### src/rtl/hz_pkg.sv
package hz_pkg;
  localparam int SEL_W = 2;

  typedef enum logic [1:0] {
    SRC_RF  = 2'd0,
    SRC_WB  = 2'd1,
    SRC_MEM = 2'd2
  } src_sel_e;

  typedef enum logic [1:0] {
    HM_OFF   = 2'd0,
    HM_STALL = 2'd1,
    HM_FWD   = 2'd2,
    HM_RSVD  = 2'd3
  } hz_mode_e;
endpackage

### src/rtl/hz_stage_cmp.sv
module hz_stage_cmp #(
  parameter int REG_W   = 5,
  parameter int NUM_SRC = 2
) (
  input  logic                     stg_valid_i,
  input  logic                     stg_wr_i,
  input  logic [REG_W-1:0]         stg_rd_i,
  input  logic [NUM_SRC*REG_W-1:0] src_i,
  input  logic [NUM_SRC-1:0]       use_i,
  output logic [NUM_SRC-1:0]       hit_o
);
  logic writes_real;

  // a stage only counts when it really produces a non-zero destination
  assign writes_real = stg_valid_i && stg_wr_i && (stg_rd_i != '0);

  for (genvar g = 0; g < NUM_SRC; g++) begin : g_op
    assign hit_o[g] = writes_real && use_i[g] &&
                      (src_i[g*REG_W +: REG_W] == stg_rd_i);
  end
endmodule

### src/rtl/hz_src_resolve.sv
module hz_src_resolve
  import hz_pkg::*;
(
  input  hz_mode_e mode_i,
  input  logic     hit_wb_i,
  input  logic     hit_mem_i,
  input  logic     mem_load_i,
  output src_sel_e sel_o,
  output logic     stall_o
);
  always_comb begin
    sel_o   = SRC_RF;
    stall_o = 1'b0;
    unique case (mode_i)
      HM_STALL: stall_o = hit_wb_i || hit_mem_i;
      HM_FWD: begin
        if (hit_wb_i) sel_o = SRC_WB;
        if (hit_mem_i) begin
          if (mem_load_i) stall_o = 1'b1;
          else            sel_o   = SRC_MEM;
        end
      end
      default: begin
        sel_o   = SRC_RF;
        stall_o = 1'b0;
      end
    endcase
  end
endmodule

### src/rtl/hz_fwd_unit.sv
module hz_fwd_unit
  import hz_pkg::*;
#(
  parameter int REG_W   = 5,
  parameter int NUM_SRC = 2
) (
  input  logic [1:0]               mode_i,
  input  logic [NUM_SRC*REG_W-1:0] ex_src_i,
  input  logic [NUM_SRC-1:0]       ex_use_i,
  input  logic                     ex_csr_i,
  input  logic                     mem_valid_i,
  input  logic                     mem_wr_i,
  input  logic                     mem_load_i,
  input  logic [REG_W-1:0]         mem_rd_i,
  input  logic                     wb_valid_i,
  input  logic                     wb_wr_i,
  input  logic [REG_W-1:0]         wb_rd_i,
  output logic [SEL_W*NUM_SRC-1:0] fwd_sel_o,
  output logic                     stall_o
);
  logic [NUM_SRC-1:0] hit_mem;
  logic [NUM_SRC-1:0] hit_wb;
  logic [NUM_SRC-1:0] op_stall;
  logic               csr_stall;
  hz_mode_e           mode;

  assign mode = hz_mode_e'(mode_i);

  hz_stage_cmp #(.REG_W(REG_W), .NUM_SRC(NUM_SRC)) i_cmp_mem (
    .stg_valid_i (mem_valid_i),
    .stg_wr_i    (mem_wr_i),
    .stg_rd_i    (mem_rd_i),
    .src_i       (ex_src_i),
    .use_i       (ex_use_i),
    .hit_o       (hit_mem)
  );

  hz_stage_cmp #(.REG_W(REG_W), .NUM_SRC(NUM_SRC)) i_cmp_wb (
    .stg_valid_i (wb_valid_i),
    .stg_wr_i    (wb_wr_i),
    .stg_rd_i    (wb_rd_i),
    .src_i       (ex_src_i),
    .use_i       (ex_use_i),
    .hit_o       (hit_wb)
  );

  for (genvar g = 0; g < NUM_SRC; g++) begin : g_res
    src_sel_e sel;
    hz_src_resolve i_res (
      .mode_i     (mode),
      .hit_wb_i   (hit_wb[g]),
      .hit_mem_i  (hit_mem[g]),
      .mem_load_i (mem_load_i),
      .sel_o      (sel),
      .stall_o    (op_stall[g])
    );
    assign fwd_sel_o[g*SEL_W +: SEL_W] = sel;

    always_comb begin
      if (sel == SRC_MEM) begin
        AST_MEM_NOT_LOAD: assert (!mem_load_i && mem_rd_i != '0 &&
          ex_src_i[g*REG_W +: REG_W] == mem_rd_i);
      end
      if (sel == SRC_WB) begin
        AST_WB_NOT_X0: assert (wb_rd_i != '0 && wb_valid_i && wb_wr_i);
      end
      if (mode != HM_FWD) begin
        AST_NO_FWD_OUTSIDE_MODE: assert (sel == SRC_RF);
      end
    end
  end

  // an access to control state waits until the memory stage has drained
  assign csr_stall = ex_csr_i && mem_valid_i;
  assign stall_o   = (|op_stall) || csr_stall;

  always_comb begin
    if (ex_csr_i && mem_valid_i) begin
      AST_CSR_STALLS: assert (stall_o);
    end
    if (mode == HM_STALL && (|(hit_wb | hit_mem))) begin
      AST_STALL_MODE: assert (stall_o);
    end
  end
endmodule

### config.mk
export PLATFORM = sky130hd
export DESIGN_NAME = hz_fwd_unit
export DESIGN_NICKNAME = d
export VERILOG_FILES = /design/src/rtl/hz_pkg.sv /design/src/rtl/hz_stage_cmp.sv /design/src/rtl/hz_src_resolve.sv /design/src/rtl/hz_fwd_unit.sv
export SDC_FILE = /design/constraint.sdc
export NUM_CORES = 1
export LEC_CHECK = 0
export BUFFER_PORTS_ARGS = -buffer_cell sky130_fd_sc_hd__buf_2
export CORE_AREA = 10 10 47 49
export DETAILED_ROUTE_END_ITERATION = 7
export DIE_AREA = 0 0 57 59
export REMOVE_ABC_BUFFERS = 1
export SYNTH_ARGS = -nofsm -noshare
export SYNTH_HDL_FRONTEND = slang
export SYNTH_SLANG_ARGS = --single-unit
### constraint.sdc
create_clock -name vclk -period 2.6
set_input_delay 0.26 -clock vclk [all_inputs]
set_output_delay 0.26 -clock vclk [all_outputs]
set_load 0.01 [all_outputs]
==> results.toml, run 1 <==
[outcome]
status = "completed"

[floorplanning]
io_pins = 35
start_util_pct = 27.1
core_mm2 = 0.00140
die_w_um = 57
dieHeight_um = 59
fp-row-count = 14
die_area_mm2 = 0.00336

[cells_and_area]
drive_gt1_share_pct = 46.3
n_antenna_cell = 0
nets = 116
fillers = 157
regArea_um2 = 0
final_cell_mix = "buf_2, xor2_1, xnor2_1, inv_1, nor4_1"
final_common_cell = "buf_2"
sequential_cell_total = 0
multi_input_area_um2 = 369
clock_buffers = 0
syn_to_final_growth_pct = 51.3

[worst_setup_path]
slowest_stage = "or4_4"
crit_top_cell = "buf_2"
end_kind = "output port"
worstPathRequired_ns = 2.34
critPathMaxStageDelay_ns = 0.53
startpoint_type = "input pin"
crit_chain = "buf_2 -> or4_4 -> o211ai_2 -> nand4b_1 -> a211o_1 -> nand3_1 -> buf_2"
crit_type = "input pin to output port"
cp.arrival_ns = 1.61
path_max_fanout = 3

[power_and_ir_drop]
p_leak_nw = 0.297
swShare_pct = 49.5
powerDensity_mw_per_mm2 = 133
irDropWorstVdd_mv = 0.0473
power_frac_seq_pct = 0
p_sw_mw = 0.0378
p_comb_share_pct = 100.0
p_clk_share_pct = 0
p_int_mw = 0.0386
total_power_mw = 0.0764

[route]
wl_per_cell_um = 14.7
routed_wl_mm = 1.44
post-route-drc-count = 0
drtIter0Drc = 6
ant_nets = 0
dr.pass1.iters = 4
vias = 468
vias_per_cell = 4.78

[timing]
drv_slew = 0
setup_violations = 0
tightest_slew_ns = 0.316
fmax_ghz = 0.535
slew_headroom_pct = 78.7
hold_viol = 0
tns_ns = 0
rsz0062_at_grt = "false"
post-route-min-period_ns = 1.87
period_share_pct = 71.9

[job]
maxCapViolCount = 0

[logic_synthesis]
yosysTopAreaCell = "xor2_1"
ys_seq_area_share_pct = 0
synth_cell_types = 20
synthTopCellsByArea = "xor2_1, xnor2_1, ha_1, o2111a_1, nor4_1"
avgSynthCellArea_um2 = 8.09
syn_area_um2 = 380
syn_inst = 47
synth.top_cell.area_share_pct = 36.8
yosysWarnings = 0

[clock_network]
postCtsSetupRepairBufs = 0
holdBufCountCts = 0
ctsResizeCount = 0

[grt]
grt_max_degree = 5
grt_overflow = 0
grt_pass1_wl_mm = 2.33
grtUsageTotal_pct = 7.94
antenna_found_initial = 0
grt_pass1_vias = 558

[placed_design]
io_buffers = 35
hpwl_mm = 1.35
finalWeightedCongestion = 0.776

[worst_hold_path]
hp-class = "input pin to output port"
[power by group through the flow]
stage / registers [mW] / logic [mW] / clock network [mW]
CTS: 0 / 0.0770 / 0
finish: 0 / 0.0764 / 0
detailed placement: 0 / 0.0764 / 0
floorplan: 0 / 0.0347 / 0
global route: 0 / 0.0854 / 0
global placement: 0 / 0.0760 / 0
[stage by stage]
stage               setup WS [ns]  instance area, um^2  cells  hold slack, ns  util (%)
floorplan                    1.03                  380     47           0.666         -
global placement            0.755                  576     98           0.831      41.1
detailed placement          0.734                  576     98           0.831      41.1
CTS                         0.726                  576     98           0.834      41.1
global route                0.656                  576     98           0.869      41.1
finish                      0.732                  576     98           0.827      41.1
[cell families (layout without fill, tap and decap cells)]
family / after synthesis / in the layout / share of synthesized area, %
xor gates and xnor gates: 20 / 20 / 46.1
and+or+nand+nor: 15 / 15 / 26.6
adders and majority gates: 2 / 2 / 6.58
buffers and inverters: 3 / 38 / 2.96
AOI/OAI and AO/OA: 7 / 7 / 17.8
[area by class of cell]
cell class / count / area share [%]
inverters: 3 / 1.96
multi-input cells: 44 / 64.1
well taps: 16 / 3.48
repair buffers: 35 / 30.4
[critical path: cells and delay by family]
kind / cells / cell delay, ns
simple gates: 3 / 0.78
compound gates: 2 / 0.29
buf+inv: 2 / 0.27
[Yosys cell counts]
library cell	n
nor4_1	3
or3_1	1
or4_4	1
nor2_1	2
a21oi_1	1
xnor2_1	4
o2111ai_1	1
o311a_1	1
inv_1	3
o2111a_1	2
nand2b_1	1
nand2_1	1
ha_1	2
and3_1	2
nand4b_1	2
nand3_1	1
a211o_1	1
nor4_2	1
xor2_1	16
o211ai_2	1
[layer usage]
layer / GRT usage [%] / vias to the layer above / share of wire, %
li1: - / 244 / -
met1: 8.77 / 201 / 41
met2: 14.3 / 23 / 47
met3: 3.86 / 0 / 12
met4: 0 / 0 / 0
met5: 0 / - / 0
[path summary, 6_finish.rpt]
path	from	to	slack (ns)	cells past startpoint
worst max-delay path	mem_rd_i[0]	stall_o	0.73	7
worst min-delay path	ex_csr_i	stall_o	0.83	4
No activity file was read; power rests on OpenSTA's default activity.
==> run 2, diff against run 1 <==
- PLACE_DENSITY: unset -> 0.67
- clock period: 2.6 -> 1.7 ns (I/O delays scaled with it)
==> run 2 against run 1 <==
Global-route usage is 0.21 points lower. Cell count unchanged. Non-clock buffer count is the same. Core utilization increased by 2.9 points. Design area increased by 7.2%. Sequential cell count unchanged. Die area unchanged. Critical endpoint unchanged. Largest cell class unchanged.
==> results.toml, run 2 (synthesized netlist as in run 1, its figures left out) <==
[outcome]
status = "completed"

[timing]
post-route-min-period_ns = 1.67
setup_violations = 0
rsz0062_at_grt = "true"
hold_viol = 0
hold_slack_ns = 0.649
drv_slew = 0
tightest_slew_ns = 0.285
fin_ws_ns = 0.0324
fmax_ghz = 0.600
period_share_pct = 98.1
slew_headroom_pct = 80.8

[worst_setup_path]
startpoint_type = "input pin"
slowest_stage = "or4_4"
crit_chain = "buf_6 -> or4_4 -> o211ai_2 -> nand4b_1 -> a211o_1 -> nand3_1 -> buf_2"
crit_type = "input pin to output port"
crit_cells = 7
end_kind = "output port"
critPathMaxStageDelay_ns = 0.53
critical_path_buf_inv_count = 2
worstPathRequired_ns = 1.53
cp.arrival_ns = 1.50
cp_top_family = "simple AND/OR/NAND/NOR gates"
path_max_fanout = 3

[grt]
grt_max_degree = 5
grt_overflow = 0
grtUsageTotal_pct = 7.73
grt_pass1_wl_mm = 2.20
antenna_found_initial = 0
grt_pass1_vias = 550

[power_and_ir_drop]
p_clk_share_pct = 0
p_int_mw = 0.0669
power_frac_seq_pct = 0
p_leak_nw = 0.308
p_sw_mw = 0.0605
powerDensity_mw_per_mm2 = 207
total_power_mw = 0.127
irDropWorstVdd_mv = 0.0924
p_comb_share_pct = 100.0
swShare_pct = 47.5

[route]
wl_per_cell_um = 15.0
post-route-drc-count = 0
drtIter0Drc = 9
wl_met3_um = 178
dr.pass1.iters = 4
wl_met2_um = 767
ant_nets = 0
vias = 482
highest_layer = "met3"
vias_per_cell = 4.92
routed_wl_mm = 1.47
wl_met1_um = 524

[cells_and_area]
fin_cells = 98
regArea_um2 = 0
nets = 116
drive_gt1_share_pct = 48.8
final_cell_area_um2 = 617
syn_to_final_growth_pct = 62.2
final_common_cell = "buf_2"
clock_buffers = 0
n_antenna_cell = 0
sequential_cell_total = 0
final_cell_mix = "buf_2, xor2_1, xnor2_1, buf_6, inv_1"

[floorplanning]
fp-row-count = 14
start_util_pct = 27.1
die_w_um = 57
die_area_mm2 = 0.00336
core_mm2 = 0.00140
dieHeight_um = 59
io_pins = 35

[placed_design]
finalWeightedCongestion = 0.716
place_area_um2 = 576
io_buffers = 35
dp.cells = 98
dp_slack_ns = 0.000346
hpwl_mm = 1.37

[worst_hold_path]
min_path_cells = 4
hp-class = "input pin to output port"

[clock_network]
holdBufCountCts = 0

[job]
maxCapViolCount = 0
## run 2: changes by cell type in the layout (fill, tap and decap cells not counted)
cell    previous run  this run
nor4_1             3         2
xor2_1            16        15
nor4_2             1         2
buf_2             35        30
buf_4              0         1
xor2_2             0         1
buf_6              0         4
## run 2: final timing paths
kind | startpoint | to | slack, ns
hold / removal | ex_csr_i | stall_o | 0.65
setup / recovery | mem_rd_i[4] | stall_o | 0.03
## run 2: per-layer routing
metal | global-route usage (%) | vias up
met3 | 4.08 | 0
met4 | 0 | 0
met5 | 0 | -
met2 | 15.0 | 22
met1 | 7.47 | 216
li1 | - | 244
## run 2: power groups by stage
| stage | combinational (mW) | clock, mW | sequential [mW] |
|---|---|---|---|
| 2_1_floorplan | 0.0531 | 0 | 0 |
| 3_3_place_gp | 0.114 | 0 | 0 |
| 3_5_place_dp | 0.117 | 0 | 0 |
| 4_1_cts | 0.123 | 0 | 0 |
| 5_1_grt | 0.138 | 0 | 0 |
| 6_report | 0.127 | 0 | 0 |
## run 2: cell type report
cell class	instances	area (um^2)
Fill cell	155	785
Multi-Input combinational cell	44	383
Timing Repair Buffer	35	203
Tap cell	16	20.0
Inverter	3	11.3
## run 2: through the flow
step	util [%]	TNS, ns
floorplan	-	0
global placement	41.1	0
detailed placement	41.1	0
CTS	42.4	0
global route	44.0	-0.0367
finish	44.0	0
## run 2: repair_timing
item                       4_1_cts  5_1_grt
setup buffers                    0        0
setup endpoints to repair        1        3
gates resized for setup          5        5
pin swaps                        3        9
cloned                           0        0
## run 2: tightest hold or removal path, stage by stage
cell     delay [ns]
buf_2          0.08
nand2_1        0.04
nand3_1        0.07
buf_2          0.12
==> run 3, diff against run 2 <==
--- a/config.mk
+++ b/config.mk
@@ -11,2 +11,3 @@
 export DIE_AREA = 0 0 57 59
+export GPL_ROUTABILITY_DRIVEN = 0
 export PLACE_DENSITY = 0.67
==> constraint.sdc (replaced) <==
create_clock -name vclk -period 1.7
set_input_delay 0.17 -clock vclk [all_inputs]
set_output_delay 0.17 -clock vclk [all_outputs]
set_load 0.02 [all_outputs]
==> run 3 against run 2 <==
Wire length down 2.8%. Non-clock buffer count up 1. Core utilization up 0.36 points. Highest routed layer unchanged. Setup slack worse by 0.030 ns. Die area unchanged. Power down 0.71%.
==> results.toml, run 3 (synthesized netlist as in run 1, its figures left out) <==
[outcome]
status = "completed"

[floorplanning]
die_area_mm2 = 0.00336
io_pins = 35
start_util_pct = 27.1
fp-row-count = 14
dieHeight_um = 59
core_mm2 = 0.00140
die_w_um = 57

[cells_and_area]
nets = 117
drive_gt1_share_pct = 49.4
n_antenna_cell = 0
sequential_cell_total = 0
syn_to_final_growth_pct = 63.5
clock_buffers = 0
final_cell_area_um2 = 622
final_common_cell = "buf_2"
fin_cells = 99
final_cell_mix = "buf_2, xor2_1, xnor2_1, inv_1, buf_4"
regArea_um2 = 0

[timing]
hold_viol = 0
tightest_slew_ns = 0.255
hold_slack_ns = 0.653
post-route-min-period_ns = 1.70
rsz0062_at_grt = "true"
slew_headroom_pct = 82.9
period_share_pct = 99.9
drv_slew = 0
fmax_ghz = 0.589
setup_violations = 0

[route]
vias = 476
vias_per_cell = 4.81
routed_wl_mm = 1.43
wl_per_cell_um = 14.4
ant_nets = 0
dr.pass1.iters = 2
drtIter0Drc = 4
post-route-drc-count = 0

[worst_setup_path]
crit_type = "input pin to output port"
startpoint_type = "input pin"
critPathMaxStageDelay_ns = 0.53
worstPathRequired_ns = 1.53
path_max_fanout = 3
end_kind = "output port"
slowest_stage = "or4_4"
cp.arrival_ns = 1.53
crit_chain = "buf_8 -> or4_4 -> o211ai_2 -> nand4b_1 -> a211o_1 -> nand3_2 -> buf_6"

[power_and_ir_drop]
p_leak_nw = 0.314
total_power_mw = 0.126
powerDensity_mw_per_mm2 = 203
irDropWorstVdd_mv = 0.0677

[job]
maxCapViolCount = 0

[placed_design]
dp.cells = 98
hpwl_mm = 1.33
place_area_um2 = 576
io_buffers = 35

[grt]
grtUsageTotal_pct = 7.74
grt_max_degree = 5
grt_overflow = 0
antenna_found_initial = 0
grt_pass1_wl_mm = 2.25
grt_pass1_vias = 553

[worst_hold_path]
hp-class = "input pin to output port"
[run 3: cell types whose count changed in the layout (fill, tap and decap cells not counted), sizes merged]
cell  before  now
buf       35   36
[run 3: worst max-delay path: cells and delay by family]
kind / cells / cell delay [ns]
buffers and inverters: 2 / 0.24
AO/OA/AOI/OAI: 2 / 0.32
AND/OR/NAND/NOR: 3 / 0.79
[run 3: layout make-up]
type	instances	area (um^2)
Timing Repair Buffer	36	210
Tap cell	16	20.0
Fill cell	159	779
Multi-Input combinational cell	44	380
Inverter	3	11.3
[run 3: per-layer routing]
layer	vias up	wire length, um	track usage (%)
met2	20	722	14.4
met5	-	0	0
li1	247	-	-
met4	0	0	0
met3	0	169	3.86
met1	209	537	8.09
[run 3: power breakdown]
part | internal, mW | switching [mW]
clock network | 0 | 0
registers | 0 | 0
logic | 0.0666 | 0.0598
[run 3: metrics by stage]
stage                     setup TNS, ns  setup slack [ns]  utilization (%)
final                                 0           0.00197             44.4
after global routing            -0.0410           -0.0410             44.4
after CTS                      -0.00925          -0.00925             43.7
after detailed placement        -0.0181           -0.0181             41.1
after global placement                0            0.0206             41.1
after floorplan                       0             0.239                -
[run 3: what timing repair did]
action	CTS	global route
hold buffers	0	0
endpoints found under the hold margin	0	0
setup endpoints to repair	2	3
pin swaps	4	6
resized for setup	8	3
setup buffers	1	0
[run 3: final timing paths]
path,startpoint,endpoint,slack (ns),depth (start not counted)
setup / recovery,mem_rd_i[4],stall_o,0.002,7
hold / removal,ex_csr_i,stall_o,0.65,4
